File: src/rtl/i2cs_pkg.sv
package i2cs_pkg;
  localparam int BYTE_W  = 8;
  localparam int ADDR_W  = BYTE_W - 1;
  localparam int CNT_W   = $clog2(BYTE_W + 1);
  localparam int N_CAUSE = 2;
  localparam int C_EOB   = 0;
  localparam int C_STOP  = 1;

  typedef enum logic [2:0] {
    RX_IDLE,
    RX_ADDR,
    RX_AACK,
    RX_DATA,
    RX_DACK,
    RX_HOLD
  } rx_state_t;
endpackage

File: src/rtl/i2cs_line_sync.sv
module i2cs_line_sync #(
  parameter int W      = 2,
  parameter int STAGES = 2
) (
  input  logic         clk,
  input  logic         rst_n,
  input  logic [W-1:0] din,
  output logic [W-1:0] level,
  output logic [W-1:0] rise,
  output logic [W-1:0] fall
);
  logic [W-1:0] chain [STAGES];
  logic [W-1:0] prev_q;

  for (genvar g = 0; g < STAGES; g++) begin : g_stage
    if (g == 0) begin : g_first
      always_ff @(posedge clk or negedge rst_n)
        if (!rst_n) chain[g] <= '1;
        else        chain[g] <= din;
    end else begin : g_next
      always_ff @(posedge clk or negedge rst_n)
        if (!rst_n) chain[g] <= '1;
        else        chain[g] <= chain[g-1];
    end
  end

  always_ff @(posedge clk or negedge rst_n)
    if (!rst_n) prev_q <= '1;
    else        prev_q <= chain[STAGES-1];

  assign level = chain[STAGES-1];
  assign rise  = level & ~prev_q;
  assign fall  = ~level & prev_q;
endmodule

File: src/rtl/i2cs_rx_core.sv
module i2cs_rx_core
  import i2cs_pkg::*;
(
  input  logic              clk,
  input  logic              rst_n,
  input  logic              scl_s,
  input  logic              sda_s,
  input  logic              scl_rise,
  input  logic              scl_fall,
  input  logic              sda_rise,
  input  logic              sda_fall,
  input  logic [ADDR_W-1:0] own_addr,
  input  logic              ack_en,
  input  logic              rx_ready,
  output logic              scl_oe,
  output logic              sda_oe,
  output logic              rx_valid,
  output logic [BYTE_W-1:0] rx_data,
  output logic              eob_pulse,
  output logic              stop_pulse
);
  rx_state_t         state_q;
  logic [CNT_W-1:0]  bits_q;
  logic [BYTE_W-1:0] shreg_q;
  logic              start_cond, stop_cond, byte_full, addr_hit;

  // SCL high on both samples while SDA moves
  assign start_cond = scl_s & ~scl_rise & sda_fall;
  assign stop_cond  = scl_s & ~scl_rise & sda_rise;
  assign byte_full  = (bits_q == CNT_W'(BYTE_W));
  assign addr_hit   = (shreg_q[BYTE_W-1:1] == own_addr) && !shreg_q[0];

  always_ff @(posedge clk or negedge rst_n) begin
    if (!rst_n) begin
      state_q    <= RX_IDLE;
      bits_q     <= '0;
      shreg_q    <= '0;
      scl_oe     <= 1'b0;
      sda_oe     <= 1'b0;
      rx_valid   <= 1'b0;
      rx_data    <= '0;
      eob_pulse  <= 1'b0;
      stop_pulse <= 1'b0;
    end else begin
      eob_pulse  <= 1'b0;
      stop_pulse <= 1'b0;
      if (rx_valid && rx_ready) rx_valid <= 1'b0;
      if (stop_cond) begin
        state_q    <= RX_IDLE;
        scl_oe     <= 1'b0;
        sda_oe     <= 1'b0;
        stop_pulse <= 1'b1;
      end else if (start_cond) begin
        state_q <= RX_ADDR;
        bits_q  <= '0;
        scl_oe  <= 1'b0;
        sda_oe  <= 1'b0;
      end else begin
        unique case (state_q)
          RX_ADDR, RX_DATA: begin
            if (scl_rise && !byte_full) begin
              shreg_q <= {shreg_q[BYTE_W-2:0], sda_s};
              bits_q  <= bits_q + 1'b1;
            end else if (scl_fall && byte_full) begin
              if (state_q == RX_ADDR) begin
                if (addr_hit) begin
                  sda_oe  <= 1'b1;
                  state_q <= RX_AACK;
                end else begin
                  state_q <= RX_IDLE;
                end
              end else begin
                sda_oe  <= ack_en;
                rx_data <= shreg_q;
                state_q <= RX_DACK;
              end
            end
          end
          RX_AACK: if (scl_fall) begin
            sda_oe  <= 1'b0;
            bits_q  <= '0;
            state_q <= RX_DATA;
          end
          RX_DACK: if (scl_fall) begin
            sda_oe    <= 1'b0;
            scl_oe    <= 1'b1;
            rx_valid  <= 1'b1;
            eob_pulse <= 1'b1;
            state_q   <= RX_HOLD;
          end
          RX_HOLD: if (rx_ready) begin
            scl_oe  <= 1'b0;
            bits_q  <= '0;
            state_q <= RX_DATA;
          end
          default: ;
        endcase
      end
    end
  end

  AST_HOLD_HAS_BYTE: assert property (@(posedge clk) disable iff (!rst_n) scl_oe |-> rx_valid);
  AST_BYTE_STABLE: assert property (@(posedge clk) disable iff (!rst_n) (rx_valid && !rx_ready) |=> (rx_valid && $stable(rx_data)));
  AST_NO_ACK_IN_HOLD: assert property (@(posedge clk) disable iff (!rst_n) scl_oe |-> !sda_oe);
  AST_STOP_FREES_BUS: assert property (@(posedge clk) disable iff (!rst_n) stop_cond |=> (!scl_oe && !sda_oe && stop_pulse));
  AST_EOB_AT_HOLD: assert property (@(posedge clk) disable iff (!rst_n) eob_pulse |-> (scl_oe && rx_valid));
endmodule

File: src/rtl/i2cs_irq.sv
module i2cs_irq #(
  parameter int N = 2
) (
  input  logic         clk,
  input  logic         rst_n,
  input  logic [N-1:0] set,
  input  logic [N-1:0] clr,
  input  logic [N-1:0] en,
  output logic [N-1:0] cause,
  output logic         irq
);
  for (genvar i = 0; i < N; i++) begin : g_cause
    always_ff @(posedge clk or negedge rst_n)
      if (!rst_n)      cause[i] <= 1'b0;
      else if (set[i]) cause[i] <= 1'b1;
      else if (clr[i]) cause[i] <= 1'b0;
  end

  assign irq = |(cause & en);

  AST_CAUSE_STICKY: assert property (@(posedge clk) disable iff (!rst_n) |(cause & ~clr) |=> ((cause & $past(cause & ~clr)) == $past(cause & ~clr)));
  AST_CAUSE_SET_WINS: assert property (@(posedge clk) disable iff (!rst_n) |set |=> ((cause & $past(set)) == $past(set)));
endmodule

File: src/rtl/i2c_wr_target.sv
module i2c_wr_target
  import i2cs_pkg::*;
#(
  parameter int SYNC_STAGES = 2
) (
  input  logic               clk,
  input  logic               rst_n,
  input  logic               scl_i,
  input  logic               sda_i,
  output logic               scl_oe,
  output logic               sda_oe,
  input  logic [6:0]         own_addr,
  input  logic               ack_en,
  output logic [7:0]         rx_data,
  output logic               rx_valid,
  input  logic               rx_ready,
  input  logic [1:0]         irq_en,
  input  logic [1:0]         irq_clr,
  output logic [1:0]         irq_cause,
  output logic               irq
);
  localparam int LINES = 2;
  localparam int L_SCL = 0;
  localparam int L_SDA = 1;

  logic [LINES-1:0]   lvl, rise, fall;
  logic               eob_p, stop_p;
  logic [N_CAUSE-1:0] set_vec;

  i2cs_line_sync #(.W(LINES), .STAGES(SYNC_STAGES)) u_sync (
    .clk   (clk),
    .rst_n (rst_n),
    .din   ({sda_i, scl_i}),
    .level (lvl),
    .rise  (rise),
    .fall  (fall)
  );

  i2cs_rx_core u_core (
    .clk        (clk),
    .rst_n      (rst_n),
    .scl_s      (lvl[L_SCL]),
    .sda_s      (lvl[L_SDA]),
    .scl_rise   (rise[L_SCL]),
    .scl_fall   (fall[L_SCL]),
    .sda_rise   (rise[L_SDA]),
    .sda_fall   (fall[L_SDA]),
    .own_addr   (own_addr),
    .ack_en     (ack_en),
    .rx_ready   (rx_ready),
    .scl_oe     (scl_oe),
    .sda_oe     (sda_oe),
    .rx_valid   (rx_valid),
    .rx_data    (rx_data),
    .eob_pulse  (eob_p),
    .stop_pulse (stop_p)
  );

  always_comb begin
    set_vec         = '0;
    set_vec[C_EOB]  = eob_p;
    set_vec[C_STOP] = stop_p;
  end

  i2cs_irq #(.N(N_CAUSE)) u_irq (
    .clk   (clk),
    .rst_n (rst_n),
    .set   (set_vec),
    .clr   (irq_clr),
    .en    (irq_en),
    .cause (irq_cause),
    .irq   (irq)
  );
endmodule

File: config.mk
export PLATFORM = sky130hd
export DESIGN_NAME = i2c_wr_target
export DESIGN_NICKNAME = d
export VERILOG_FILES = /design/src/rtl/i2cs_pkg.sv /design/src/rtl/i2cs_line_sync.sv /design/src/rtl/i2cs_rx_core.sv /design/src/rtl/i2cs_irq.sv /design/src/rtl/i2c_wr_target.sv
export SDC_FILE = /design/constraint.sdc
export NUM_CORES = 1
export LEC_CHECK = 0
export ABC_CLOCK_PERIOD_IN_PS = 1800
export BUFFER_PORTS_ARGS = -buffer_cell sky130_fd_sc_hd__buf_2
export CORE_MARGIN = 1.5
export CORE_UTILIZATION = 35
export DETAILED_ROUTE_END_ITERATION = 7
export PLACE_DENSITY = 0.63
export RECOVER_POWER = 25
export REMOVE_ABC_BUFFERS = 1
export SLEW_MARGIN = 10
export SYNTH_ARGS = -nofsm -noshare
export SYNTH_HDL_FRONTEND = slang
export SYNTH_SLANG_ARGS = --single-unit
File: constraint.sdc
create_clock -name clk -period 1.8 [get_ports clk]
set_clock_uncertainty 0.05 [all_clocks]
set_input_delay 0.27 -clock clk [delete_from_list [all_inputs] [get_ports clk]]
set_output_delay 0.27 -clock clk [all_outputs]
set_load 0.1 [all_outputs]
### After elaboration in Yosys (flattened, before gate mapping)

Cells that the tools add are included.

* bits in writable memories: 0
* flip-flop bits (word level): 36
* bits of input ports: 17
* ROM bits: 0
* bits in latches: 0
* logic and storage cells: 108
* output and inout port bits: 14
* memories: 0

* equal/unequal tests: 17
* multiplexer cells: 42
* divide/modulo/power cells: 0
* order comparisons: 0
* bitwise gates (word level): 13
* reduce and logical (&&, ||, !) cells: 21
* multiply operators: 0
* shift-type cells: 0
* $add $sub $neg: 1

Operator list (count)
* 1-bit 2-to-1 mux: 25
* 3-bit 2-to-1 mux: 8
* 4-bit 2-to-1 mux: 4
* 4-bit by 2-bit != test with 1-bit output, second input constant: 4
* 3-bit case mux with 4 select lines: 1
* 4-bit case mux with 3 select lines: 1
* 6-bit AND reduction: 2
* 4-bit nonzero test: 3
* 5-bit AND reduction: 2
* 4-bit by 1-bit != test with 1-bit output, second input constant: 2
* 7-bit equality test: 1
* 2-bit bitwise AND: 3
* 3-bit by 2-bit equality test with 1-bit output, second input constant: 2
* 3-bit equality test, second input constant: 2
* 3-bit by 2-bit != test with 1-bit output, second input constant: 2
* 6-bit nonzero test: 1
* 2-bit OR reduction: 3
* 5-bit by 2-bit != test with 1-bit output, second input constant: 1
* 1-bit inverter: 5
* 4-bit by 1-bit adder with 4-bit output, second input constant: 1
* 4-bit equality test, second input constant: 1
* 1-bit logical AND: 4
* 2-bit inverter: 2
* 1-bit case mux with 2 select lines: 2
* other kinds (8): 12

### Longest topological paths before layout

* depth in word-level cells: 9
* gate-level depth with buffers: 9
* depth with buffers taken out: 7

### By module

From an unflattened synthesis, not the netlist that was laid out.

* cells, all modules: 152
* area total of the unflattened synthesis: 1823.0 µm²

Modules (own cells, without submodules)
* i2cs_rx_core: times used 1, cells an instance 133, area an instance 1532.7 µm², seq. area each 700.7 µm²
* i2cs_line_sync: times used 1, cells an instance 12, area an instance 207.7 µm², seq. area each 157.7 µm²
* i2cs_irq: times used 1, cells an instance 7, area an instance 82.6 µm², seq. area each 50.0 µm²

### Worst setup path after synthesis

No wires, ideal clock.

* kind: register to output
* from: register u_irq.cause[0]
* to: output port irq
* stages on the path, launching flop included: 2
* slack: -0.331 ns
* data required time: 1.480 ns
* data arrival time: 1.811 ns
* path buffers: 0
* cell sequence: dfrtp_1 a22o_1

* longest elaborated chain between the ends: 2

Ends and longest elaborated chain
* start: declaration: line i2cs_irq.sv:9 `output logic [N-1:0] cause,`
* start signal: indexed assignment: line i2cs_irq.sv:14 `if (!rst_n) cause[i] <= 1'b0;`
* start signal: indexed assignment: line i2cs_irq.sv:15 `else if (set[i]) cause[i] <= 1'b1;`
* start signal: indexed assignment: line i2cs_irq.sv:16 `else if (clr[i]) cause[i] <= 1'b0;`
* 2-bit bitwise AND: line i2cs_irq.sv:19 `assign irq = |(cause & en);`
* 2-bit OR reduction: line i2cs_irq.sv:19
* end: declaration: line i2c_wr_target.sv:20 `output logic irq`

No other way between the ends.

### Worst setup path in the final report

* from: register u_core.bits_q[1]
* to: register u_core.bits_q[0]

* longest elaborated chain between the ends: 5

Ends and longest elaborated chain
* start: declaration: line i2cs_rx_core.sv:23 `logic [CNT_W-1:0] bits_q;`
* start signal: assignment: line i2cs_rx_core.sv:63 `bits_q <= bits_q + 1'b1;`
* 4-bit equality test: line i2cs_rx_core.sv:30 `assign byte_full = (bits_q == CNT_W'(BYTE_W));`
* 1-bit logical NOT: line i2cs_rx_core.sv:61 `if (scl_rise && !byte_full) begin`
* 1-bit logical AND: line i2cs_rx_core.sv:61
* 3-bit by 1-bit != test with 1-bit output (no source line)
* 5-bit AND reduction (no source line)

No other way between the ends.
A chain may end at the register's enable or synchronous reset.

==> results summary <==
The area of the multi-input gates is between 700 and 800 um2. The final critical-path required period came out at 1.93 ns. The via total after detailed routing is 1345.

The average wire length per cell after detail routing came out at 13.3 um. The fraction of registers with async set/reset is 100%. Of the total power, the share spent switching nets is about 25%. After global routing the overflow that remains totals 0.

The count of maximum capacitance violations came out at 0. The final net count came out at 238. The number of detailed-routing iterations run before antenna repair came out at 4.

The flow ran to the end, but the final reports show violations. The cell leakage power is 1.16 nW. The checks that failed: setup timing.

The kind of cell with the highest combined delay along the critical path is simple AND/OR/NAND/NOR gates. The ratio of cells with drive above 1 in the final layout is 39.5%. Across all setup checks in the final design, the least slack found is -0.132 ns. The total clock sinks came out at 36. The switching power summed over all nets is approximately 0.00044 W. The primary flip-flop cell chosen by synthesis mapping is sky130_fd_sc_hd__dfrtp_1.

The count of placed standard cells in the final layout, fillers left out is 274. The global-route track usage on met3 came out at approximately 5.1%. Counting instances in the post-synthesis netlist gives the leading cell types as sky130_fd_sc_hd__dfrtp_1, sky130_fd_sc_hd__nand2_1, sky130_fd_sc_hd__nor2_1. The worst-case clock buffer depth came out at 2. STA classifies the critical path endpoint as a register. The required time at the worst-slack endpoint is around 1.9 ns.

The share of total power dissipated in the clock network is 33.5%. The worst register-to-register path ends at u_core.bits_q[0]$_DFFE_PN0P_. In the routed design, unresolved DRC markers number 0. The ratio of final minimum period to clock period is 107%. Per report_power, the sequential group accounts for 51.0% of the total. The cell count of the worst reg-to-reg path is 7. The critical path in this run is classified as register to register.

The core area is 0.00469 mm2. The critical path startpoint category is a register. The count of buffers from port buffering came out at 30. TritonCTS built the clock tree.

Data arrives at the worst endpoint at 2.05 ns. The initial antenna violation count is 0. The met1 track demand over resource came out at between 10% and 20%. Sequential cells were found to cover roughly 53% of the synthesized design area. The final weighted congestion of routability-driven global placement is 0.801. The largest area contributor in the synthesized netlist is sky130_fd_sc_hd__dfrtp_1.

The share of total power dissipated in combinational logic is 15.6%. The wire length of the first global-routing pass came out at between 6 and 7 mm. The relative slew slack came out at 41.1%.

The sum of buffers and inverters on the critical path came out at 1. The synthesized design contains 0 enable-type register cells. The clock tree synthesis step divided the H-tree into 2 levels. The floorplan has 25 rows. The register area came out at 908 um2. The total power came out at between 0.0015 and 0.002 W. The number of hold-slack violations in the final timing report came out at 0. The portion of synthesized cell area occupied by the leading cell type is between 40% and 50%. The final antenna diode count is 0. The final core area utilization came out at 47.6%. The synthesized area came out at 0.00170 mm2. The slack of the worst reg-to-reg path came out at -0.13 ns. The critical path's largest stage delay is ~0.53 ns. The die area came out at 0.00529 mm2. Cell internal power was estimated by the tool at 0.00130 W. The die height came out at 72.7 um. After filler insertion, the fill cell instance count of the layout stands at 450. The layer flagged by global routing as most heavily used is met2. The final layout contains routed wiring with a total length of 3.63 mm.

The initial core utilization is around 36%. The number of max-slew violations in the final report is 0. Synthesis inferred 36 register bits. The measured slew at the worst slew-check pin is approximately 0.88 ns. The largest fanout of any net on the critical path is 4. The setup-violating endpoint count in the final report is 18. The clock root buffer master is sky130_fd_sc_hd__clkbuf_8.

The timing endpoint of the critical path is u_core.bits_q[0]$_DFFE_PN0P_. Clock tree synthesis inserted a total of 5 buffers. The number of logic stages on the critical path including buffering is 7. The die boundary width came out at 72.7 um. Along the worst hold path, the cell count comes to 1. After detailed placement, the design holds a cell count of 263. The most common cell in the netlist is sky130_fd_sc_hd__dfrtp_1. The maximum ir drop on the vdd rail came out at slightly below 0.5 mV. The highest achievable clock rate is approximately 520 MHz. The launching element of the worst setup path is u_core.bits_q[1]$_DFFE_PN0P_. In this run the worst hold path is classified as primary input to register. By area the synthesized netlist is led by sky130_fd_sc_hd__dfrtp_1, sky130_fd_sc_hd__dfstp_2, sky130_fd_sc_hd__mux2_2. The met2 usage came out at 25.4%. The power density over the cells is approximately 780 mW/mm2.

The startpoint of the worst-slack reg-to-reg timing path is u_core.bits_q[1]$_DFFE_PN0P_. The startpoint identified for the worst hold timing path is scl_i. The HPWL after detailed placement came out at 2.53 mm.

The via count of the first global-routing pass came to roughly 1300. The number of cells produced by synthesis is 164. The total routing usage reported by global routing is 15.4%.

The via-per-instance ratio is roughly 5. The slowest library cell on the worst path is sky130_fd_sc_hd__or4b_4. The number of ports placed on the die boundary is 31. Setup repair after global routing could not meet its margin everywhere. The distinct cell type count of the synthesized netlist is 41.

The detailed router's first-iteration violation count came out at between 50 and 60. The number of warnings printed during yosys synthesis is 0. Walking the worst path, the cells encountered are inv_2 -> ha_2 -> and3b_1 -> or4b_4 -> a31oi_4 -> nor2_2 -> mux2_4.

The residual antenna-violating net count after detailed routing is 0. The synthesized area per cell is roughly 10 um2. The growth of design area from synthesis to finish is 31.4%. The latest clock arrival within the worst-skew pair came out at 0.28 ns. Entering global routing, the biggest net connects 37 pins. The clock input transition at the sequential cells of the worst setup and hold paths is about 0.070 ns.
==> cells by family (layout without fill, tap and decap cells) <==
logic type	count (synthesis)	after routing	share of synthesized area, %
and+or+nand+nor	61	61	17.1
DFF	36	36	53.4
AOI/OAI and AO/OA	33	33	13.0
buffers and inverters	13	69	3.61
muxes	11	11	7.21
xor gates and xnor gates	8	8	4.12
adders and majority gates	2	2	1.47
==> cells in the final DEF, fill, tap and decap left out, types with 3 or more instances in the layout <==
cell	n
sky130_fd_sc_hd__a21o_1	3
sky130_fd_sc_hd__a21oi_1	7
sky130_fd_sc_hd__buf_2	30
sky130_fd_sc_hd__buf_4	20
sky130_fd_sc_hd__clkbuf_8	6
sky130_fd_sc_hd__dfrtp_1	30
sky130_fd_sc_hd__dfstp_2	5
sky130_fd_sc_hd__inv_1	5
sky130_fd_sc_hd__mux2_2	7
sky130_fd_sc_hd__mux2_4	3
sky130_fd_sc_hd__nand2_1	29
sky130_fd_sc_hd__nand2b_1	3
sky130_fd_sc_hd__nand3_1	3
sky130_fd_sc_hd__nor2_1	10
sky130_fd_sc_hd__nor2b_1	4
sky130_fd_sc_hd__o21ai_0	5
sky130_fd_sc_hd__xnor2_1	4
sky130_fd_sc_hd__xor2_1	4
==> sequential cells by signal, indices dropped and copies added (netlist names) <==
signal,cells
u_core.bits_q,4
u_core.eob_pulse,1
u_sync.chain,2
u_core.sda_oe,1
u_sync.prev_q,2
u_core.rx_valid,1
u_core.rx_data,8
u_core.state_q,3
u_irq.cause,2
u_core.shreg_q,8
u_core.scl_oe,1
u_core.stop_pulse,1
u_sync.level,2
==> stage by stage <==
| step | setup TNS [ns] | hold WS (ns) | cell area, um2 | setup WS [ns] |
|---|---|---|---|---|
| 3_3_place_gp | -0.694 | 0.285 | 2050 | -0.132 |
| 3_5_place_dp | -1.67 | 0.283 | 2050 | -0.178 |
| 2_1_floorplan | -1.09 | -0.0756 | 1670 | -0.331 |
| 6_report | -0.818 | 0.0316 | 2230 | -0.132 |
| 4_1_cts | -0.696 | 0.0219 | 2200 | -0.115 |
| 5_1_grt | -2.37 | 0.0147 | 2230 | -0.188 |
==> cell type report <==
type	count	share of cell area, %
Multi-Input combinational cell	115	35.6
Clock buffer	8	4.03
Timing Repair Buffer	54	15.5
Tap cell	54	3.02
Inverter	7	1.18
Sequential cell	36	40.6
==> what timing repair did <==
item,CTS,global route
setup endpoints to repair,21,22
hold buffers,1,0
pin swaps,6,1
hold endpoints to repair,30,0
buffers inserted,1,1
gates resized for setup,9,7
==> power groups by stage <==
stage	Combinational [W]	Clock, W	Sequential, W
after floorplan	0.000103	0	0.000914
after global placement	0.000235	0	0.000897
after detailed placement	0.000242	0	0.000898
after CTS	0.000261	0.000601	0.000884
after global routing	0.000303	0.000639	0.000889
final	0.000270	0.000581	0.000884
==> metal layers <==
metal | vias to the layer above | part of all wire, % | wire length, um
li1 | 674 | - | -
met1 | 628 | 45 | 1630
met2 | 37 | 49 | 1790
met3 | 6 | 5.0 | 181
met4 | 0 | 1.0 | 38
met5 | - | 0 | 0
==> worst min path at each step <==
| stage | end | slack (ns) |
|---|---|---|
| 2_1_floorplan | u_core.bits_q[0]$_DFFE_PN0P_ | -0.08 |
| 6_report | u_sync.chain[2]$_DFF_PN1_ | 0.03 |
| 5_1_grt | u_sync.chain[3]$_DFF_PN1_ | 0.01 |
| 3_5_place_dp | u_irq.cause[1]$_DFFE_PN0P_ | 0.28 |
| 3_3_place_gp | u_irq.cause[1]$_DFFE_PN0P_ | 0.28 |
| 4_1_cts | u_sync.chain[3]$_DFF_PN1_ | 0.02 |
Power figures use the tool's default switching activity.
